## src/rtl/pwr_irq_pkg.sv

```systemverilog
package pwr_irq_pkg;

  typedef enum logic [1:0] {
    ST_AWAKE     = 2'd0,
    ST_AUTO_SLP  = 2'd1,
    ST_FORCE_SLP = 2'd2
  } slp_state_e;

endpackage

```

## src/rtl/pic_por_timer.sv

```systemverilog
module pic_por_timer #(
  parameter int unsigned POR_CYCLES = 64
) (
  input  logic clk,
  input  logic rst_n,
  input  logic soft_rst_i,
  output logic ready_o
);
  localparam int unsigned CW = $clog2(POR_CYCLES + 1);
  localparam logic [CW-1:0] LIMIT = CW'(POR_CYCLES);

  logic [CW-1:0] cnt_q, cnt_d;
  logic          cnt_en;

  always_comb begin
    cnt_en = soft_rst_i || (cnt_q != LIMIT);
    cnt_d  = soft_rst_i ? '0 : cnt_q + 1'b1;
  end

  always_ff @(posedge clk or negedge rst_n) begin
    if (!rst_n)      cnt_q <= '0;
    else if (cnt_en) cnt_q <= cnt_d;
  end

  assign ready_o = (cnt_q == LIMIT);


  soft_restart_chk: assert property (@(posedge clk) disable iff (!rst_n)
    soft_rst_i |=> !ready_o);

endmodule

```

## src/rtl/pic_idle_timer.sv

```systemverilog
module pic_idle_timer #(
  parameter int unsigned IDLE_CYCLES = 1024
) (
  input  logic clk,
  input  logic rst_n,
  input  logic soft_rst_i,
  input  logic auto_sleep_i,
  input  logic awake_i,
  input  logic activity_i,
  output logic timeout_o
);
  localparam int unsigned CW = $clog2(IDLE_CYCLES + 1);
  localparam logic [CW-1:0] LIMIT = CW'(IDLE_CYCLES);

  logic [CW-1:0] cnt_q, cnt_d;
  logic          run;

  always_comb begin
    run = auto_sleep_i && awake_i && !activity_i && !soft_rst_i;
    if (!run)                cnt_d = '0;
    else if (cnt_q != LIMIT) cnt_d = cnt_q + 1'b1;
    else                     cnt_d = cnt_q;
  end

  always_ff @(posedge clk or negedge rst_n) begin
    if (!rst_n) cnt_q <= '0;
    else        cnt_q <= cnt_d;
  end

  assign timeout_o = (cnt_q == LIMIT);


  idle_cnt_bound_chk: assert property (@(posedge clk) disable iff (!rst_n)
    cnt_q <= LIMIT);


  activity_restart_chk: assert property (@(posedge clk) disable iff (!rst_n)
    activity_i |=> !timeout_o);


  auto_off_idle_chk: assert property (@(posedge clk) disable iff (!rst_n)
    !auto_sleep_i |=> !timeout_o);

endmodule

```

## src/rtl/pic_sleep_fsm.sv

```systemverilog
module pic_sleep_fsm
  import pwr_irq_pkg::*;
(
  input  logic clk,
  input  logic rst_n,
  input  logic soft_rst_i,
  input  logic auto_sleep_i,
  input  logic force_sleep_i,
  input  logic activity_i,
  input  logic timeout_i,
  output logic asleep_o,
  output logic sleep_int_o
);
  slp_state_e state_q, state_d;
  logic       pulse_q, pulse_d;

  always_comb begin
    state_d = state_q;
    if (soft_rst_i) begin
      state_d = ST_AWAKE;
    end else begin
      case (state_q)
        ST_AWAKE: begin
          if (force_sleep_i)  state_d = ST_FORCE_SLP;
          else if (timeout_i) state_d = ST_AUTO_SLP;
        end
        ST_AUTO_SLP: begin
          if (force_sleep_i)                    state_d = ST_FORCE_SLP;
          else if (activity_i || !auto_sleep_i) state_d = ST_AWAKE;
        end
        ST_FORCE_SLP: begin
          if (!force_sleep_i) state_d = ST_AWAKE;
        end
        default: state_d = ST_AWAKE;
      endcase
    end
    pulse_d = !soft_rst_i && ((state_d != ST_AWAKE) != (state_q != ST_AWAKE));
  end

  always_ff @(posedge clk or negedge rst_n) begin
    if (!rst_n) begin
      state_q <= ST_AWAKE;
      pulse_q <= 1'b0;
    end else begin
      state_q <= state_d;
      pulse_q <= pulse_d;
    end
  end

  assign asleep_o    = (state_q != ST_AWAKE);
  assign sleep_int_o = pulse_q;


  forced_entry_chk: assert property (@(posedge clk) disable iff (!rst_n)
    (force_sleep_i && !soft_rst_i) |=> asleep_o);


  forced_hold_chk: assert property (@(posedge clk) disable iff (!rst_n)
    (state_q == ST_FORCE_SLP && force_sleep_i && !soft_rst_i) |=> (state_q == ST_FORCE_SLP));


  auto_wake_chk: assert property (@(posedge clk) disable iff (!rst_n)
    (state_q == ST_AUTO_SLP && !force_sleep_i && !soft_rst_i && (activity_i || !auto_sleep_i))
      |=> !asleep_o);


  pulse_on_change_chk: assert property (@(posedge clk) disable iff (!rst_n)
    sleep_int_o |-> (asleep_o != $past(asleep_o)));

endmodule

```

## src/rtl/pwr_irq_ctrl.sv

```systemverilog
module pwr_irq_ctrl #(
  parameter int unsigned POR_CYCLES  = 64,
  parameter int unsigned IDLE_CYCLES = 1024
) (
  input  logic clk,
  input  logic rst_n,
  input  logic soft_rst_i,
  input  logic irq_mode_i,
  input  logic auto_sleep_i,
  input  logic force_sleep_i,
  input  logic activity_i,
  input  logic int_pending_i,
  output logic irq_n_o,
  output logic sleep_state_o,
  output logic sleep_int_o,
  output logic clk_en_o
);
  logic [1:0] rst_sync_q;
  logic       rst_s_n;
  logic       ready;
  logic       timeout;
  logic       asleep;

  always_ff @(posedge clk or negedge rst_n) begin
    if (!rst_n) rst_sync_q <= 2'b00;
    else        rst_sync_q <= {rst_sync_q[0], 1'b1};
  end
  assign rst_s_n = rst_sync_q[1];

  pic_por_timer #(.POR_CYCLES(POR_CYCLES)) u_por (
    .clk        (clk),
    .rst_n      (rst_s_n),
    .soft_rst_i (soft_rst_i),
    .ready_o    (ready)
  );

  pic_idle_timer #(.IDLE_CYCLES(IDLE_CYCLES)) u_idle (
    .clk          (clk),
    .rst_n        (rst_s_n),
    .soft_rst_i   (soft_rst_i),
    .auto_sleep_i (auto_sleep_i),
    .awake_i      (!asleep),
    .activity_i   (activity_i),
    .timeout_o    (timeout)
  );

  pic_sleep_fsm u_fsm (
    .clk           (clk),
    .rst_n         (rst_s_n),
    .soft_rst_i    (soft_rst_i),
    .auto_sleep_i  (auto_sleep_i),
    .force_sleep_i (force_sleep_i),
    .activity_i    (activity_i),
    .timeout_i     (timeout),
    .asleep_o      (asleep),
    .sleep_int_o   (sleep_int_o)
  );

  always_comb begin
    if (!ready)          irq_n_o = 1'b0;
    else if (irq_mode_i) irq_n_o = !int_pending_i;
    else                 irq_n_o = 1'b1;
  end

  assign sleep_state_o = asleep;
  assign clk_en_o      = !asleep;


  por_irq_low_chk: assert property (@(posedge clk) disable iff (!rst_s_n)
    !ready |-> !irq_n_o);


  reset_state_chk: assert property (@(posedge clk)
    !rst_s_n |-> (!irq_n_o && clk_en_o && !sleep_int_o));

endmodule

```

## config.mk

```make
export PLATFORM = sky130hd
export DESIGN_NAME = pwr_irq_ctrl
export DESIGN_NICKNAME = d
export VERILOG_FILES = /design/src/rtl/pwr_irq_pkg.sv /design/src/rtl/pic_por_timer.sv /design/src/rtl/pic_idle_timer.sv /design/src/rtl/pic_sleep_fsm.sv /design/src/rtl/pwr_irq_ctrl.sv
export SDC_FILE = /design/constraint.sdc
export NUM_CORES = 1
export LEC_CHECK = 0
export CORE_MARGIN = 4
export CORE_UTILIZATION = 40
export DETAILED_ROUTE_END_ITERATION = 8
export DONT_BUFFER_PORTS = 1
export HOLD_SLACK_MARGIN = 0.15
export PLACE_DENSITY = 0.55
export SYNTH_ARGS = -nofsm -noshare
export SYNTH_HDL_FRONTEND = slang
export SYNTH_SLANG_ARGS = --single-unit
```

## constraint.sdc

```tcl
create_clock -name clk -period 3.96 [get_ports clk]
set_input_delay 0.792 -clock clk [delete_from_list [all_inputs] [get_ports clk]]
set_output_delay 0.792 -clock clk [all_outputs]
set_load 0.005 [all_outputs]
```

# ---- After elaboration in Yosys (flattened, before gate mapping)
# Cells that the tools add are included.
# W data, S select, Z words.
dict set report totals {
  regBits 23
  out_inout_bits 4
}
dict set report op_classes {
  add_sub_neg 2
  mux 12
  n_reduce_logical 14
  n_eq_ne 8
}
# operator n
set ops {}
lappend ops {{$mux W11} 2}
lappend ops {{$mux W2} 6}
lappend ops {{$add A11 B1 Y11 const B} 1}
lappend ops {{$eq A11 B11 Y1 const B} 1}
lappend ops {{$ne A11 B11 Y1 const B} 1}
lappend ops {{$add A7 B1 Y7 const B} 1}
lappend ops {{$eq A7 B7 Y1 const B} 1}
lappend ops {{$mux W7} 1}
lappend ops {{$ne A7 B7 Y1 const B} 1}
lappend ops {{$pmux W2 S3} 1}
lappend ops {{$logic_not A1 Y1} 5}
lappend ops {{$logic_and A1 B1 Y1} 4}
lappend ops {{$reduce_bool A2 Y1} 2}
lappend ops {{$eq A2 B1 Y1 const B} 1}
lappend ops {{$eq A2 B2 Y1 const B} 1}
lappend ops {{$logic_not A2 Y1} 1}
lappend ops {{$logic_or A1 B1 Y1} 2}
lappend ops {{$mux W1} 2}
lappend ops {{$ne A2 B2 Y1 const B} 1}
lappend ops {{$ne A1 B1 Y1} 1}

# ---- Logic depth before layout (Yosys ltp)
dict set report depth {
  depth_word 9
  depth_mapped 5
}

# ---- By module
# Synthesis repeated with hierarchy kept, for this count alone.
dict set report hier_totals {
  cells_unflattened 118
  hier_area_um2 1191.1
}
# module cells_per_inst area_per_inst_um2 n_inst
set modules_own_cells {}
lappend modules_own_cells {pic_idle_timer 63 603.1 1}
lappend modules_own_cells {pic_por_timer 37 370.4 1}
lappend modules_own_cells {pic_sleep_fsm 13 148.9 1}
lappend modules_own_cells {pwr_irq_ctrl 5 68.8 1}

# ---- Worst setup path before layout
# No wires, ideal clock.
dict set report synth_path {
  kind {register to output}
  start {register u_por.cnt_q[4]}
  end {output port irq_n_o}
  setup_slack_ns 1.998
  stages_incl_launch_ff 3
  required_ns 3.168
  arrival_ns 1.170
  cell_sequence {dfrtp_1 or4_4 a211oi_1}
}
dict set report synth_between {
  elab_chain_len 2
}
# item line_no
set synth_rtl {}
lappend synth_rtl {{start: declaration} pic_por_timer.sv:12} ;# logic [CW-1:0] cnt_q, cnt_d;
lappend synth_rtl {{start signal: assignment} pic_por_timer.sv:22} ;# else if (cnt_en) cnt_q <= cnt_d;
lappend synth_rtl {{$eq A7 B7 Y1} pic_por_timer.sv:25} ;# assign ready_o = (cnt_q == LIMIT);
lappend synth_rtl {{$mux W1} pwr_irq_ctrl.sv:60} ;# if (!ready) irq_n_o = 1'b0;
lappend synth_rtl {{end: declaration} pwr_irq_ctrl.sv:13} ;# output logic irq_n_o,
# No other way between the ends.

# ---- Worst setup path after layout
# Ends and elaborated chain as after synthesis.

==> metrics.sh <==
OUTCOME='completed'
TIGHTESTPINTRANSITION_PS=871
SYNTH.FF_LATCH_COUNT=23
NETLIST-CELL-TYPE-COUNT=32
START_UTIL_PCT=42.2
GRT.OVERFLOW.TOTAL=0
CLOCK_TREE.BUFFER_DEPTH=2
CTS_TREE='built'
PROPORTION_OF_LAYOUT_CELLS_WITH_A_DRIVE_SUFFIX_ABOVE_1_PCT=6.50
POST_SYNTH_INST_COUNT=119
INITIALDRTVIOLATIONCOUNT=14
GRT_START_MAX_NET_PINS=22
CLOCK_SKEW_PS=10.3
FINAL_WS_SETUP_PS=1600
TIMING.RR.END='u_fsm.state_q[0]'
END_KIND='output port'
FINAL_MAX_SLEW_VIOL_COUNT=0
DIODES=0
REG2REG_SLACK_PS=2130
MULTI_INPUT_GATE_AREA_IN_THE_FINAL_LAYOUT_UM2=557
TIMING.FINAL.HOLD_VIOLATIONS=0
MAX-SLEW-MARGIN-REL_PCT=41.9
FIRST_GLOBAL_VIAS=877
PLACEMENT_ROWS=19
AVGROUTEDWIREPERCELL_UM=14.5
SYNTH.YOSYS.SEQ_AREA_SHARE_PCT=49.0
CTS.ROOT.BUFFER_CELL='sky130_fd_sc_hd__clkbuf_4'
FIN_TOTAL_PWR_uW=374
POST_SYNTH_FA_HA_MAJ_AREA_FRACTION_PCT=4.26
DRT_VIA_DENSITY=5.86
ROUTE.VIAS.TOTAL=903
FLOORPLAN.DIE.WIDTH_UM=62.2
SYNTH_TOP_FAMILY_BY_AREA='simple AND/OR/NAND/NOR gates'
FINAL.MIN_CLOCK_PERIOD_PS=2360
FILLERINSTANCES=277
CLOCK_TRANSITION_TIME_AT_THE_FLIP_FLOP_CLOCK_PINS_OF_THE_WORST_SETUP_AND_HOLD_PATHS_PS=130
TIMING.CRITICAL_PATH.ARRIVAL_PS=1560
FIRST_PASS_ITERS=5
CELLPOWERDENSITY_nW_PER_UM2=300
PLACE.PORT_BUFFERS=0
DESIGN.CORE.AREA_UM2=2780
POST_SYNTH.CELL_AREA_AVG_UM2=9.86
WORST_HOLD_PATH_TYPE='reg2async'
GLOBAL_ROUTE_WIRE_LENGTH_BEFORE_REPAIR_UM=3710
FINALSETUPVIOLATIONS=0
ANTENNA_VIOLATING_NETS_POST_ROUTE=0
WORSTPATHREQUIRED_PS=3170
SYNTH.CELL_AREA_UM2=1170
START_KIND='flip-flop'
GR-USAGE-ALL-LAYERS_PCT=11.5
CLK-INSERTION-DELAY-LATE_PS=310
SYN_TO_FINAL_GROWTH_PCT=6.08
P_LEAK_uW=0.000478
DP_HPWL_UM=1630
YOSYSWARNINGS=0
NETS_FINAL=136
DRT_DRC_VIOLATIONS_LEFT=0
CRITICALPATHCATEGORY='reg2out'
POWER.IR.VDD_WORST_mV=0.216
CAP_VIOL_MAX_COUNT=0
CTSHTREEMAXLEVEL=1
SYNTH-COMPOUND-AREA-SHARE_PCT=13.2
FINAL-SEQ-AREA_UM2=576
ROUTED_WIRELENGTH_UM=2230
BOUNDARYPINS=12
YS.FLOP_TYPE='sky130_fd_sc_hd__dfrtp_1'
FMAX_MHz=424
SYNTH_EDF_COUNT=0
MAPPEDNETLISTNETS=131
WORST-PATH-MAX-FANOUT=6
SYNTH-ASYNC-RESET-RATIO_PCT=100
XOR_XNOR_SHARE_OF_THE_SYNTHESIZED_AREA_PCT=3.73
YOSYS.AREA_SHARE.SIMPLE_PCT=24.2
REG2REG_FROM='u_idle.cnt_q[0]'
YOSYS-MUX-AREA-FRACTION_PCT=1.71
FINAL.SETUP.TNS_PS=0
CTS_NUM_SINKS=23
FLOORPLAN.DIE_AREA_UM2=3860
ANTENNA_FOUND_INITIAL=0
TIMING.FINAL.CRIT_SHARE_PCT=59.5
CTS-BUFFERS-INSERTED=3
DIE-HEIGHT_UM=62.2
GRT_SETUP_UNREPAIRED='false'
POSTCTSSETUPBUFFERS=0
PRE_CTS_SLACK_PS=1940
GP_CONGESTION=0.799
WORST_R2R_PATH_DEPTH=5
-- cells by family after synthesis --
family                     Yosys count
adders and majority gates            4
buffers and inverters               11
xor gates and xnor gates             5
muxes                                2
other                                1
and+or+nand+nor                     48
AOI/OAI and AO/OA                   25
DFF                                 23
-- worst max-delay path by stage --
| stage | start | to | slack, ps | cells past startpoint |
|---|---|---|---|---|
| 6_report | u_por.cnt_q[4] | irq_n_o | 1600 | 2 |
| 5_1_grt | u_por.cnt_q[4] | irq_n_o | 1530 | 2 |
| 4_1_cts | u_por.cnt_q[4] | irq_n_o | 1590 | 2 |
| 3_5_place_dp | u_por.cnt_q[4] | irq_n_o | 1940 | 2 |
| 3_3_place_gp | u_por.cnt_q[4] | irq_n_o | 1950 | 2 |
| 2_1_floorplan | u_por.cnt_q[4] | irq_n_o | 2000 | 2 |
-- synthesized netlist by cell type, types with 4 or more instances --
library cell,n,area [um^2]
sky130_fd_sc_hd__or3_1,6,37.5
sky130_fd_sc_hd__inv_1,9,33.8
sky130_fd_sc_hd__o21ai_0,7,35.0
sky130_fd_sc_hd__dfrtp_1,23,576
sky130_fd_sc_hd__nand3_1,9,45.0
sky130_fd_sc_hd__nor2_1,6,22.5
sky130_fd_sc_hd__nand4_1,4,25.0
sky130_fd_sc_hd__nand2_1,5,18.8
sky130_fd_sc_hd__a21oi_1,9,45.0
sky130_fd_sc_hd__ha_1,4,50.1
-- through the flow --
stage,cells,hold slack (ps),utilization [%],area [um^2]
global route,154,390,44.8,1240
CTS,153,157,44.4,1230
finish,154,360,44.8,1240
floorplan,119,267,-,1170
global placement,149,339,43.5,1210
detailed placement,149,350,43.5,1210
-- registers in the layout, summed over array words and instances (netlist names) --
signal,flops
u_fsm.sleep_int_o,1
u_idle.cnt_q,11
rst_sync_q,2
u_fsm.state_q,2
u_por.cnt_q,7
-- cells in the final DEF, fill, tap and decap left out, drive strengths merged, types with 2 or more instances in the layout --
cell	count
a211oi	3
a21oi	9
and3	2
clkbuf	4
dfrtp	23
ha	4
inv	9
mux2i	2
nand2	5
nand2b	2
nand3	9
nand4	4
nor2	6
nor3	2
nor4	2
o21ai	7
o31ai	3
or2	2
or3	6
or4	4
xnor2	2
xor2	3
-- per-layer routing --
layer	wire length (um)	global-route usage [%]	vias up
met2	1030	17.9	16
met1	1100	15.1	438
met4	20	5.69	0
met5	0	0	-
li1	-	-	447
met3	88	2.52	2
-- worst max-delay path: stages (launching register included) --
cell and delay [ps]:
sky130_fd_sc_hd__dfrtp_1 440, sky130_fd_sc_hd__or4_4 580, sky130_fd_sc_hd__a211oi_1 250
-- report_power, final --
part           internal (uW)  switching (uW)  leakage [uW]
Clock                   39.3            67.7     0.0000150
Combinational           8.60            8.95      0.000152
Sequential               240            9.24      0.000312
Total                    288            85.9      0.000478
-- layout make-up --
| cell class | instances | share of cell area [%] |
|---|---|---|
| inverters | 10 | 3.02 |
| well taps | 31 | 3.12 |
| repair buffers | 1 | 0.804 |
| flip-flops and latches | 23 | 46.2 |
| multi-input cells | 85 | 44.7 |
| clock buffers | 4 | 2.11 |
-- what timing repair did --
| item | in CTS | in global routing |
|---|---|---|
| hold endpoints to repair | 0 | 2 |
| hold buffers | 0 | 1 |
| gates resized for setup | 0 | 0 |
(Power assumes the default switching activity.)
